**config.mk**
```make
export PLATFORM = sky130hd
export DESIGN_NAME = rx_addr_filter
export DESIGN_NICKNAME = d
export VERILOG_FILES = /design/src/rtl/rx_filt_pkg.sv /design/src/rtl/filt_setup_load.sv /design/src/rtl/filt_compare_seq.sv /design/src/rtl/rx_addr_filter.sv
export SDC_FILE = /design/constraint.sdc
export NUM_CORES = 1
export LEC_CHECK = 0
export ABC_AREA = 1
export BUFFER_PORTS_ARGS = -buffer_cell sky130_fd_sc_hd__buf_2
export CORE_MARGIN = 4
export CORE_UTILIZATION = 40
export DETAILED_ROUTE_END_ITERATION = 10
export GPL_ROUTABILITY_DRIVEN = 0
export PLACE_DENSITY = 0.55
export SYNTH_ARGS = -nofsm -noshare
export SYNTH_HDL_FRONTEND = slang
export SYNTH_SLANG_ARGS = --single-unit
```
**constraint.sdc**
```tcl
create_clock -name clk_i -period 4.7 [get_ports clk_i]
set_input_delay 0.705 -clock clk_i [delete_from_list [all_inputs] [get_ports clk_i]]
set_output_delay 0.705 -clock clk_i [all_outputs]
set_load 0.01 [all_outputs]
```
**src/rtl/rx_filt_pkg.sv**
```systemverilog
package rx_filt_pkg;
  localparam int ADDR_BYTES = 6;
  localparam int SLOT_BYTES = 12;
  localparam int MAC_W      = ADDR_BYTES * 8;

  typedef logic [MAC_W-1:0] mac_t;

  typedef enum logic [1:0] {
    CMP_IDLE = 2'd0,
    CMP_WAIT = 2'd1,
    CMP_SCAN = 2'd2
  } cmp_state_e;

  // Slot position -> address byte: kept when pos[1]==0, index = pos[3:2]*2 + pos[0]
  function automatic logic slot_keep(input logic [3:0] pos);
    return (pos[1] == 1'b0) && (pos < 4'(SLOT_BYTES));
  endfunction

  function automatic logic [2:0] slot_byte_idx(input logic [3:0] pos);
    return {pos[3:2], pos[0]};
  endfunction
endpackage

```
**src/rtl/filt_setup_load.sv**
```systemverilog
module filt_setup_load
  import rx_filt_pkg::*;
#(
  parameter int N_ENTRIES = 16,
  parameter int LEN_W     = 12,
  parameter int SETUP_LEN = N_ENTRIES * SLOT_BYTES
) (
  input  logic                        clk_i,
  input  logic                        rst_ni,
  input  logic                        setup_start_i,
  input  logic [LEN_W-1:0]            setup_len_i,
  input  logic                        setup_valid_i,
  input  logic [7:0]                  setup_byte_i,
  output logic                        busy_o,
  output logic [N_ENTRIES-1:0][MAC_W-1:0] table_o
);
  localparam int SLOT_W = (N_ENTRIES > 1) ? $clog2(N_ENTRIES) : 1;

  logic             busy_q, len_ok_q;
  logic [LEN_W-1:0] rem_q;
  logic [SLOT_W-1:0] slot_q;
  logic [3:0]       pos_q;
  logic             take, wr_en;
  logic [2:0]       byte_idx;

  assign take     = setup_valid_i && busy_q && !setup_start_i;
  assign wr_en    = take && len_ok_q && slot_keep(pos_q);
  assign byte_idx = slot_byte_idx(pos_q);
  assign busy_o   = busy_q;

  always_ff @(posedge clk_i or negedge rst_ni) begin
    if (!rst_ni) begin
      busy_q   <= 1'b0;
      len_ok_q <= 1'b0;
      rem_q    <= '0;
      slot_q   <= '0;
      pos_q    <= '0;
    end else if (setup_start_i) begin
      busy_q   <= (setup_len_i != '0);
      len_ok_q <= (setup_len_i == LEN_W'(SETUP_LEN));
      rem_q    <= setup_len_i;
      slot_q   <= '0;
      pos_q    <= '0;
    end else if (take) begin
      rem_q <= rem_q - LEN_W'(1);
      if (rem_q == LEN_W'(1)) busy_q <= 1'b0;
      if (pos_q == 4'(SLOT_BYTES - 1)) begin
        pos_q  <= '0;
        slot_q <= slot_q + SLOT_W'(1);
      end else begin
        pos_q <= pos_q + 4'd1;
      end
    end
  end

  for (genvar g = 0; g < N_ENTRIES; g++) begin : g_entry
    mac_t entry_q;
    always_ff @(posedge clk_i or negedge rst_ni) begin
      if (!rst_ni) begin
        entry_q <= '0;
      end else if (wr_en && slot_q == SLOT_W'(g)) begin
        entry_q[(ADDR_BYTES - 1 - int'(byte_idx)) * 8 +: 8] <= setup_byte_i;
      end
    end
    assign table_o[g] = entry_q;
  end


  len_gate_chk: assert property (@(posedge clk_i) disable iff (!rst_ni)
    !len_ok_q |=> $stable(table_o));


  load_end_chk: assert property (@(posedge clk_i) disable iff (!rst_ni)
    (busy_q && setup_valid_i && !setup_start_i && rem_q == LEN_W'(1)) |=> !busy_q);
endmodule

```
**src/rtl/filt_compare_seq.sv**
```systemverilog
module filt_compare_seq
  import rx_filt_pkg::*;
#(
  parameter int N_ENTRIES = 16
) (
  input  logic                            clk_i,
  input  logic                            rst_ni,
  input  logic [N_ENTRIES-1:0][MAC_W-1:0] table_i,
  input  logic                            load_busy_i,
  input  logic                            req_i,
  input  mac_t                            addr_i,
  input  logic                            promisc_i,
  input  logic                            rx_all_i,
  input  logic                            pass_mcast_i,
  input  logic                            inverse_i,
  output logic                            done_o,
  output logic                            accept_o,
  output logic                            filt_fail_o,
  output logic                            mcast_o
);
  localparam int IDX_W = (N_ENTRIES > 1) ? $clog2(N_ENTRIES) : 1;

  cmp_state_e       state_q;
  logic [IDX_W-1:0] idx_q;
  mac_t             addr_q;
  logic             prom_q, mc_q, inv_q;
  logic             done_q, acc_q, ff_q, mf_q;
  logic             hit, last, acc_d, ff_d, mf_d;

  assign hit  = (table_i[idx_q] == addr_q);
  assign last = (idx_q == IDX_W'(N_ENTRIES - 1));

  // Fixed priority: broadcast, promiscuous/receive-all, multicast, perfect match
  always_comb begin
    acc_d = hit ^ inv_q;
    ff_d  = 1'b0;
    mf_d  = 1'b0;
    if (&addr_q) begin
      acc_d = 1'b1;
    end else if (prom_q) begin
      acc_d = 1'b1;
      ff_d  = 1'b1;
    end else if (mc_q && addr_q[MAC_W-8]) begin
      acc_d = 1'b1;
      mf_d  = 1'b1;
    end
  end

  always_ff @(posedge clk_i or negedge rst_ni) begin
    if (!rst_ni) begin
      state_q <= CMP_IDLE;
      idx_q   <= '0;
      addr_q  <= '0;
      prom_q  <= 1'b0;
      mc_q    <= 1'b0;
      inv_q   <= 1'b0;
      done_q  <= 1'b0;
      acc_q   <= 1'b0;
      ff_q    <= 1'b0;
      mf_q    <= 1'b0;
    end else begin
      done_q <= 1'b0;
      unique case (state_q)
        CMP_IDLE: if (req_i) begin
          addr_q  <= addr_i;
          prom_q  <= promisc_i | rx_all_i;
          mc_q    <= pass_mcast_i;
          inv_q   <= inverse_i;
          idx_q   <= '0;
          state_q <= load_busy_i ? CMP_WAIT : CMP_SCAN;
        end
        CMP_WAIT: if (!load_busy_i) state_q <= CMP_SCAN;
        CMP_SCAN: begin
          if (hit || last) begin
            state_q <= CMP_IDLE;
            done_q  <= 1'b1;
            acc_q   <= acc_d;
            ff_q    <= ff_d;
            mf_q    <= mf_d;
          end else begin
            idx_q <= idx_q + IDX_W'(1);
          end
        end
        default: state_q <= CMP_IDLE;
      endcase
    end
  end

  assign done_o      = done_q;
  assign accept_o    = acc_q;
  assign filt_fail_o = ff_q;
  assign mcast_o     = mf_q;


  done_pulse_chk: assert property (@(posedge clk_i) disable iff (!rst_ni)
    done_q |=> !done_q);


  hold_in_load_chk: assert property (@(posedge clk_i) disable iff (!rst_ni)
    (state_q == CMP_WAIT && load_busy_i) |=> (state_q == CMP_WAIT));


  bcast_flags_chk: assert property (@(posedge clk_i) disable iff (!rst_ni)
    (done_q && (&addr_q)) |-> (acc_q && !ff_q && !mf_q));


  flag_excl_chk: assert property (@(posedge clk_i) disable iff (!rst_ni)
    done_q |-> !(ff_q && mf_q));


  flag_accept_chk: assert property (@(posedge clk_i) disable iff (!rst_ni)
    (done_q && (ff_q || mf_q)) |-> acc_q);


  busy_ignore_chk: assert property (@(posedge clk_i) disable iff (!rst_ni)
    (state_q != CMP_IDLE && !done_q) |=> $stable(addr_q));
endmodule

```
**src/rtl/rx_addr_filter.sv**
```systemverilog
module rx_addr_filter
  import rx_filt_pkg::*;
#(
  parameter int N_ENTRIES = 16,
  parameter int LEN_W     = 12
) (
  input  logic             clk_i,
  input  logic             rst_ni,
  input  logic             setup_start_i,
  input  logic [LEN_W-1:0] setup_len_i,
  input  logic             setup_valid_i,
  input  logic [7:0]       setup_byte_i,
  input  logic             cmp_req_i,
  input  logic [47:0]      cmp_addr_i,
  input  logic             promisc_i,
  input  logic             rx_all_i,
  input  logic             pass_mcast_i,
  input  logic             inverse_i,
  output logic             done_o,
  output logic             accept_o,
  output logic             filt_fail_o,
  output logic             mcast_o
);
  localparam int SETUP_LEN = N_ENTRIES * SLOT_BYTES;

  logic                            load_busy;
  logic [N_ENTRIES-1:0][MAC_W-1:0] table_w;

  filt_setup_load #(
    .N_ENTRIES (N_ENTRIES),
    .LEN_W     (LEN_W),
    .SETUP_LEN (SETUP_LEN)
  ) u_load (
    .clk_i         (clk_i),
    .rst_ni        (rst_ni),
    .setup_start_i (setup_start_i),
    .setup_len_i   (setup_len_i),
    .setup_valid_i (setup_valid_i),
    .setup_byte_i  (setup_byte_i),
    .busy_o        (load_busy),
    .table_o       (table_w)
  );

  filt_compare_seq #(
    .N_ENTRIES (N_ENTRIES)
  ) u_cmp (
    .clk_i        (clk_i),
    .rst_ni       (rst_ni),
    .table_i      (table_w),
    .load_busy_i  (load_busy),
    .req_i        (cmp_req_i),
    .addr_i       (cmp_addr_i),
    .promisc_i    (promisc_i),
    .rx_all_i     (rx_all_i),
    .pass_mcast_i (pass_mcast_i),
    .inverse_i    (inverse_i),
    .done_o       (done_o),
    .accept_o     (accept_o),
    .filt_fail_o  (filt_fail_o),
    .mcast_o      (mcast_o)
  );
endmodule

```
==> results of run 1 <==
[state kept, by name (all words and copies together), names as in the netlist]
signal,cells
u_load.g_entry.entry_q,768
u_cmp.done_o,1
u_load.pos_q,4
u_cmp.addr_q,48
u_cmp.accept_o,1
u_load.busy_o,1
u_load.slot_q,4
u_cmp.prom_q,1
u_cmp.mc_q,1
u_cmp.mcast_o,1
u_load.rem_q,12
u_cmp.idx_q,4
u_cmp.state_q,2
u_cmp.inv_q,1
u_load.len_ok_q,1
u_cmp.filt_fail_o,1
[kinds of logic (layout without fill, tap and decap cells)]
family,after synthesis,after routing,synth area share (%)
fa+ha+maj,17,17,0.551
simple gates,2772,2772,27.4
buf+inv,498,533,5.30
other cells,0,2,0
flops,851,851,53.3
compound gates,1030,1030,13.2
xor+xnor,8,8,0.175
[worst max-delay path: stages, from the launching register on]
cell	delay, ns
dfrtp_1	0.66
nand2_1	0.30
nor4_2	0.59
nand2_1	0.24
nor2_1	1.12
nand2_1	0.75
o21ai_0	0.38
[layer usage]
layer	share of wire [%]	track usage, %
met2	44	38.8
met3	6.8	4.45
met5	0	0
met4	2.6	6.77
met1	46	37.1
[layout make-up]
type | instances | share of cell area, %
sequential | 851 | 47.7
multi-input combinational | 3827 | 37.0
clock buffer | 154 | 6.61
tap | 1287 | 3.61
timing repair buffer | 175 | 3.08
inverter | 185 | 1.61
clock inverter | 19 | 0.381
antenna | 2 | 0.0112
[synthesized netlist by cell type, types with 3 or more instances]
| cell | instances | area share (%) |
|---|---|---|
| buf_1 | 10 | 0.094 |
| nor2_1 | 361 | 3.4 |
| o211ai_1 | 26 | 0.49 |
| dfrtp_1 | 851 | 53 |
| nand3_1 | 307 | 3.8 |
| nand2_1 | 2053 | 19 |
| o221ai_1 | 8 | 0.18 |
| ha_1 | 16 | 0.50 |
| buf_4 | 22 | 0.41 |
| or2_2 | 3 | 0.047 |
| a21oi_1 | 68 | 0.85 |
| nand4_1 | 17 | 0.27 |
| buf_2 | 82 | 1.0 |
| xor2_1 | 8 | 0.18 |
| o21ai_1 | 49 | 0.61 |
| nand3b_1 | 5 | 0.094 |
| nor3_1 | 11 | 0.14 |
| o21ai_0 | 867 | 11 |
| inv_2 | 5 | 0.047 |
| nor4_1 | 4 | 0.063 |
| clkinv_1 | 4 | 0.038 |
| o311ai_0 | 4 | 0.088 |
| inv_1 | 175 | 1.6 |
| buf_6 | 8 | 0.23 |
| clkbuf_1 | 191 | 1.8 |
[power by group]
| part | leakage, nW | internal [mW] | switching, mW |
|---|---|---|---|
| Combinational | 6.98 | 1.21 | 3.49 |
| Clock | 1.54 | 4.39 | 3.10 |
| Sequential | 11.8 | 7.58 | 0.313 |
[metrics by stage]
stage	utilization (%)	hold slack, ns	power, mW	cell area (um^2)	worst slack [ns]
floorplan	-	0.409	10.7	39900	1.70
global placement	42.1	0.458	12.7	41500	0.560
detailed placement	42.1	0.466	12.7	41500	0.586
CTS	45.2	0.128	20.2	44700	0.731
global route	45.2	0.166	21.0	44700	0.492
finish	45.2	0.135	20.1	44700	0.559
[final timing paths]
path / cells past startpoint / to / startpoint
setup / recovery: 6 / u_load.g_entry[3].entry_q[9] / u_load.busy_o
hold / removal: 1 / u_load.g_entry[15].entry_q[15] / rst_ni
setup reg to reg: 6 / u_load.g_entry[3].entry_q[9] / u_load.busy_o
hold reg to reg: 2 / u_load.g_entry[11].entry_q[14] / u_load.g_entry[11].entry_q[14]
max in group asynchronous: 3 / u_load.g_entry[1].entry_q[28] / rst_ni
min in group clk_i: 3 / u_cmp.addr_q[11] / cmp_addr_i[11]
==> run summary, run 1 <==
CP Max Fanout: 16
Placed instance count: 6,325
Sequential fraction of the synthesis area: 53.3%
Cell Count, Final, Fillers Out: 6,500
Post-detail-place hpwl: 86.3 mm
Grt ovf: 0
Vias per inst: 5.33
Clk_skew: 0.0293 ns
Distinct cell type count after synthesis: 42
Commonest non-fill, non-tap cell in the layout: nand2_1
CTS clk-pin slew, worst paths: 0.06 ns
Critical path class: flop to flop
Antenna violations before repair: 2
Tmin final: 4.14 ns
Routed Wire Length: 133 mm
Largest net degree at the start of global routing: 166
Vias: 34,700
Number of cell rows: 115
DRT Pass-1 Iters: 6
Clk_lat worst skew: 0.67 ns
Commonest cells after routing, fill and taps aside: nand2_1 (2,053), o21ai_0 (867), dfrtp_1 (848)
Share of layout cells above drive strength 1: 6.62%
Ys async rst share: 100%
PostCTS Resize Cnt: 0
Syn_nets: 5,270
Area of the multi-input gates: 16,500 um^2
Fillers: 10,100
Mapped Cells: 5,176
Sink Count: 851
Leakage power total: 20.3 nW
CTS tree: done
Detailed-route DRC error count: 0
Post-DRT Antenna Nets: 0
Post CTS Setup Buffer Count: 0
CTS Hold Bufs: 0
Final period utilization: 88.1%
CORE AREA: 98,700 um^2
CTS Buffer Depth: 3
FF/Latch Area: 21,300 um^2
Unrepaired setup endpoints after global routing: no
Vias in the first global route: 32,100
First-pass GRT wire length: 203 mm
Hold Crit Class: primary input to asynchronous set/reset pin
Final setup viols: 0
Gr usage total: 25.3%
Worst EP arrival: 4.71 ns
Full die area: 105,000 um^2
Total CTS buffers: 96
Synthesis-stage register bit count: 851
Drt wl/cell: 20.4 um
WP data required: 5.26 ns
Die width: 324 um
Cell Pwr Density: 450 nW/um^2
Top_reg_cell synth: dfrtp_1
Critical path launch point type: flop
Avg Cell Area, Syn: 7.72 um^2
Clock H-tree levels: 3
Max-cap violations: 0
Setup TNS: 0 ns
R2R setup slack: 0.56 ns
Die H: 324 um
Final Max Tran Viols: 0
Slew of the pin with the lowest slew margin: 1.42 ns
Area Overhead vs Synth: 11.8%
Initial core utilization: 40.5%
I/O pins: 81
CTS Root Cell: clkbuf_16
Peak supply drop: 0.000464 V
1st-iter DRT viols: 3,625
Status: finished clean
Worst setup EP type: flop
F_max: 242 MHz
Hold Vio Cnt, Final: 0
Synth warn: 0
Rel. slew slack: 4.67%
Final #Nets: 5,230
IO buf count: 80
EDFF count, synth: 0
Cell Area, Synth: 39,900 um^2
(Power assumes the default switching activity.)
==> run 2: changes to the inputs <==
- PLACE_DENSITY: 0.55 -> 0.52
==> run 2 against run 1 <==
Net effect: cell area is 0.50% higher; total power grew 2.2%; non-clock buffer count grew 10; wire length increased by 1.5%; count of clock-buffer cells in the layout down 2; register-to-register slack better by 0.22 ns; die area stayed put; highest routed layer is now met5; clock skew decreased by 0.0047 ns; sequential cell count stayed put; largest power group unchanged; first-iteration DRC count is 5.3% lower.
==> run summary, run 2 (same netlist as run 1, synthesis figures left out) <==
Placed cell area: 41,600 um^2 (was 41,500 um^2)
Final period utilization: 83.3% (was 88.1%)
Vias in the first global route: 32,400 (was 32,100)
PostCTS Resize Cnt: 0 (unchanged)
FF/Latch Area: 21,300 um^2 (unchanged)
Max-cap violations: 0 (unchanged)
Drt wl/cell: 20.7 um (was 20.4 um)
Sink Count: 851 (unchanged)
Tmin final: 3.92 ns (was 4.14 ns)
Cell Count, Final, Fillers Out: 6,511 (was 6,500)
Worst EP arrival: 4.41 ns (was 4.71 ns)
Clk_skew: 0.0246 ns (was 0.0293 ns)
Largest regs: u_load.g_entry.entry_q: 768 flops, u_cmp.addr_q: 48 flops, u_load.rem_q: 12 flops (unchanged)
CORE AREA: 98,700 um^2 (unchanged)
Grt ovf: 0 (unchanged)
Antenna violations before repair: 9 (was 2)
Slack of the critical path: 0.784 ns (was 0.559 ns)
Area Overhead vs Synth: 12.4% (was 11.8%)
Setup TNS: 0 ns (unchanged)
CTS Buffer Depth: 3 (unchanged)
Final setup viols: 0 (unchanged)
GR met1 Demand/Resource: 36.8% (was 37.1%)
First-pass GRT wire length: 206 mm (was 203 mm)
Die width: 324 um (unchanged)
Clock H-tree levels: 3 (unchanged)
Pre-CTS setup slack: 0.794 ns (was 0.586 ns)
Commonest cells after routing, fill and taps aside: nand2_1 (2,053), o21ai_0 (867), dfrtp_1 (848) (unchanged)
CP Max Fanout: 16 (unchanged)
Critical path launch point type: flop (unchanged)
Total CTS buffers: 98 (was 96)
Post-DRT Antenna Nets: 0 (unchanged)
CTS clk-pin slew, worst paths: 0.06 ns (about the same)
Full die area: 105,000 um^2 (unchanged)
Met3 Resource Use GR: 6.16% (was 4.45%)
Clk_lat worst skew: 0.67 ns (about the same)
Worst setup EP type: flop (unchanged)
Fillers: 10,100 (about the same)
Total power: 20.5 mW (was 20.1 mW)
Vias: 34,400 (was 34,700)
Register bank with the most flops: u_load.g_entry.entry_q (unchanged)
Post-route cell area: 44,900 um^2 (was 44,700 um^2)
Die H: 324 um (unchanged)
Commonest non-fill, non-tap cell in the layout: nand2_1 (unchanged)
Post-detail-place hpwl: 87.8 mm (was 86.3 mm)
Share of layout cells above drive strength 1: 6.72% (was 6.62%)
Max reg flops: 768 (unchanged)
Met2 Usage GRT: 38.9% (was 38.8%)
Largest net degree at the start of global routing: 164 (was 166)
Number of cell rows: 115 (unchanged)
Area of the multi-input gates: 16,500 um^2 (unchanged)
GRT Max-Usage Layer: met2 (unchanged)
Final Max Tran Viols: 0 (unchanged)
Slew of the pin with the lowest slew margin: 1.10 ns (was 1.42 ns)
CTS tree: done (unchanged)
Placed instance count: 6,335 (was 6,325)
Post CTS Setup Buffer Count: 0 (unchanged)
Cell Pwr Density: 457 nW/um^2 (was 450 nW/um^2)
Critical path class: flop to flop (unchanged)
Status: finished clean (unchanged)
DRT Pass-1 Iters: 6 (unchanged)
Initial core utilization: 40.5% (unchanged)
Final #Nets: 5,242 (was 5,230)
CTS Root Cell: clkbuf_16 (unchanged)
I/O pins: 81 (unchanged)
Routed Wire Length: 135 mm (was 133 mm)
IO buf count: 80 (unchanged)
Unrepaired setup endpoints after global routing: no (unchanged)
Gr usage total: 25.7% (was 25.3%)
1st-iter DRT viols: 3,432 (was 3,625)
WP data required: 5.20 ns (was 5.26 ns)
CTS Hold Bufs: 0 (unchanged)
Peak supply drop: 0.000436 V (was 0.000464 V)
F_max: 255 MHz (was 242 MHz)
Hold Vio Cnt, Final: 0 (unchanged)
Detailed-route DRC error count: 0 (unchanged)
Hold Crit Class: primary input to asynchronous set/reset pin (unchanged)
Vias per inst: 5.28 (was 5.33)
Leakage power total: 20.4 nW (was 20.3 nW)
Rel. slew slack: 26.7% (was 4.67%)
==> run 2: power by group <==
part           total (mW)  switching (mW)  leakage [nW]  internal, mW
Clock                7.86            3.12          1.60          4.74
Sequential           7.88           0.302          11.8          7.58
Combinational        4.78            3.57          7.03          1.21
Total                20.5            6.99          20.4          13.5
==> run 2: stage by stage <==
stage | hold WS (ns) | util, %
floorplan | 0.409 | -
global placement | 0.459 | 42.2
detailed placement | 0.466 | 42.2
CTS | 0.118 | 45.5
global route | 0.178 | 45.5
finish | 0.133 | 45.5
==> run 2: final cells by class <==
class | instances | area share (%)
sequential | 851 | 47.5
antenna | 1 | 0.00558
clock buffer | 152 | 6.51
multi-input combinational | 3827 | 36.8
timing repair buffer | 185 | 3.23
clock inverter | 23 | 0.778
inverter | 185 | 1.60
tap | 1287 | 3.59
==> run 2: final timing paths <==
check | endpoint | slack [ns] | cells after the start | start
worst max-delay path | u_load.g_entry[14].entry_q[34] | 0.78 | 12 | u_load.pos_q[0]
worst min-delay path | u_load.g_entry[1].entry_q[31] | 0.13 | 1 | rst_ni
worst max register to register | u_load.g_entry[14].entry_q[34] | 0.78 | 12 | u_load.pos_q[0]
worst min register to register | u_load.g_entry[8].entry_q[44] | 0.48 | 2 | u_load.g_entry[8].entry_q[44]
max in group asynchronous | u_load.g_entry[8].entry_q[6] | 3.40 | 3 | rst_ni
min in group clk_i | u_cmp.mc_q | 0.24 | 3 | pass_mcast_i
==> run 2: per-layer routing <==
metal	share of wire (%)	wire, um	vias to the layer above
li1	-	-	16600
met1	46	62300	16600
met2	43	58600	997
met3	7.2	9770	180
met4	3.0	4090	4
met5	0.074	100	-
==> run 2: critical path, cell delays in order (launching register included) <==
cell	delay, ns
dfrtp_1	0.65
ha_1	0.26
inv_1	0.05
fa_1	0.48
nor2_1	0.12
inv_1	0.08
nor2_2	0.08
buf_4	0.22
inv_1	0.09
nor2_1	0.84
nand2_1	0.58
nand2_1	0.20
o21ai_0	0.11
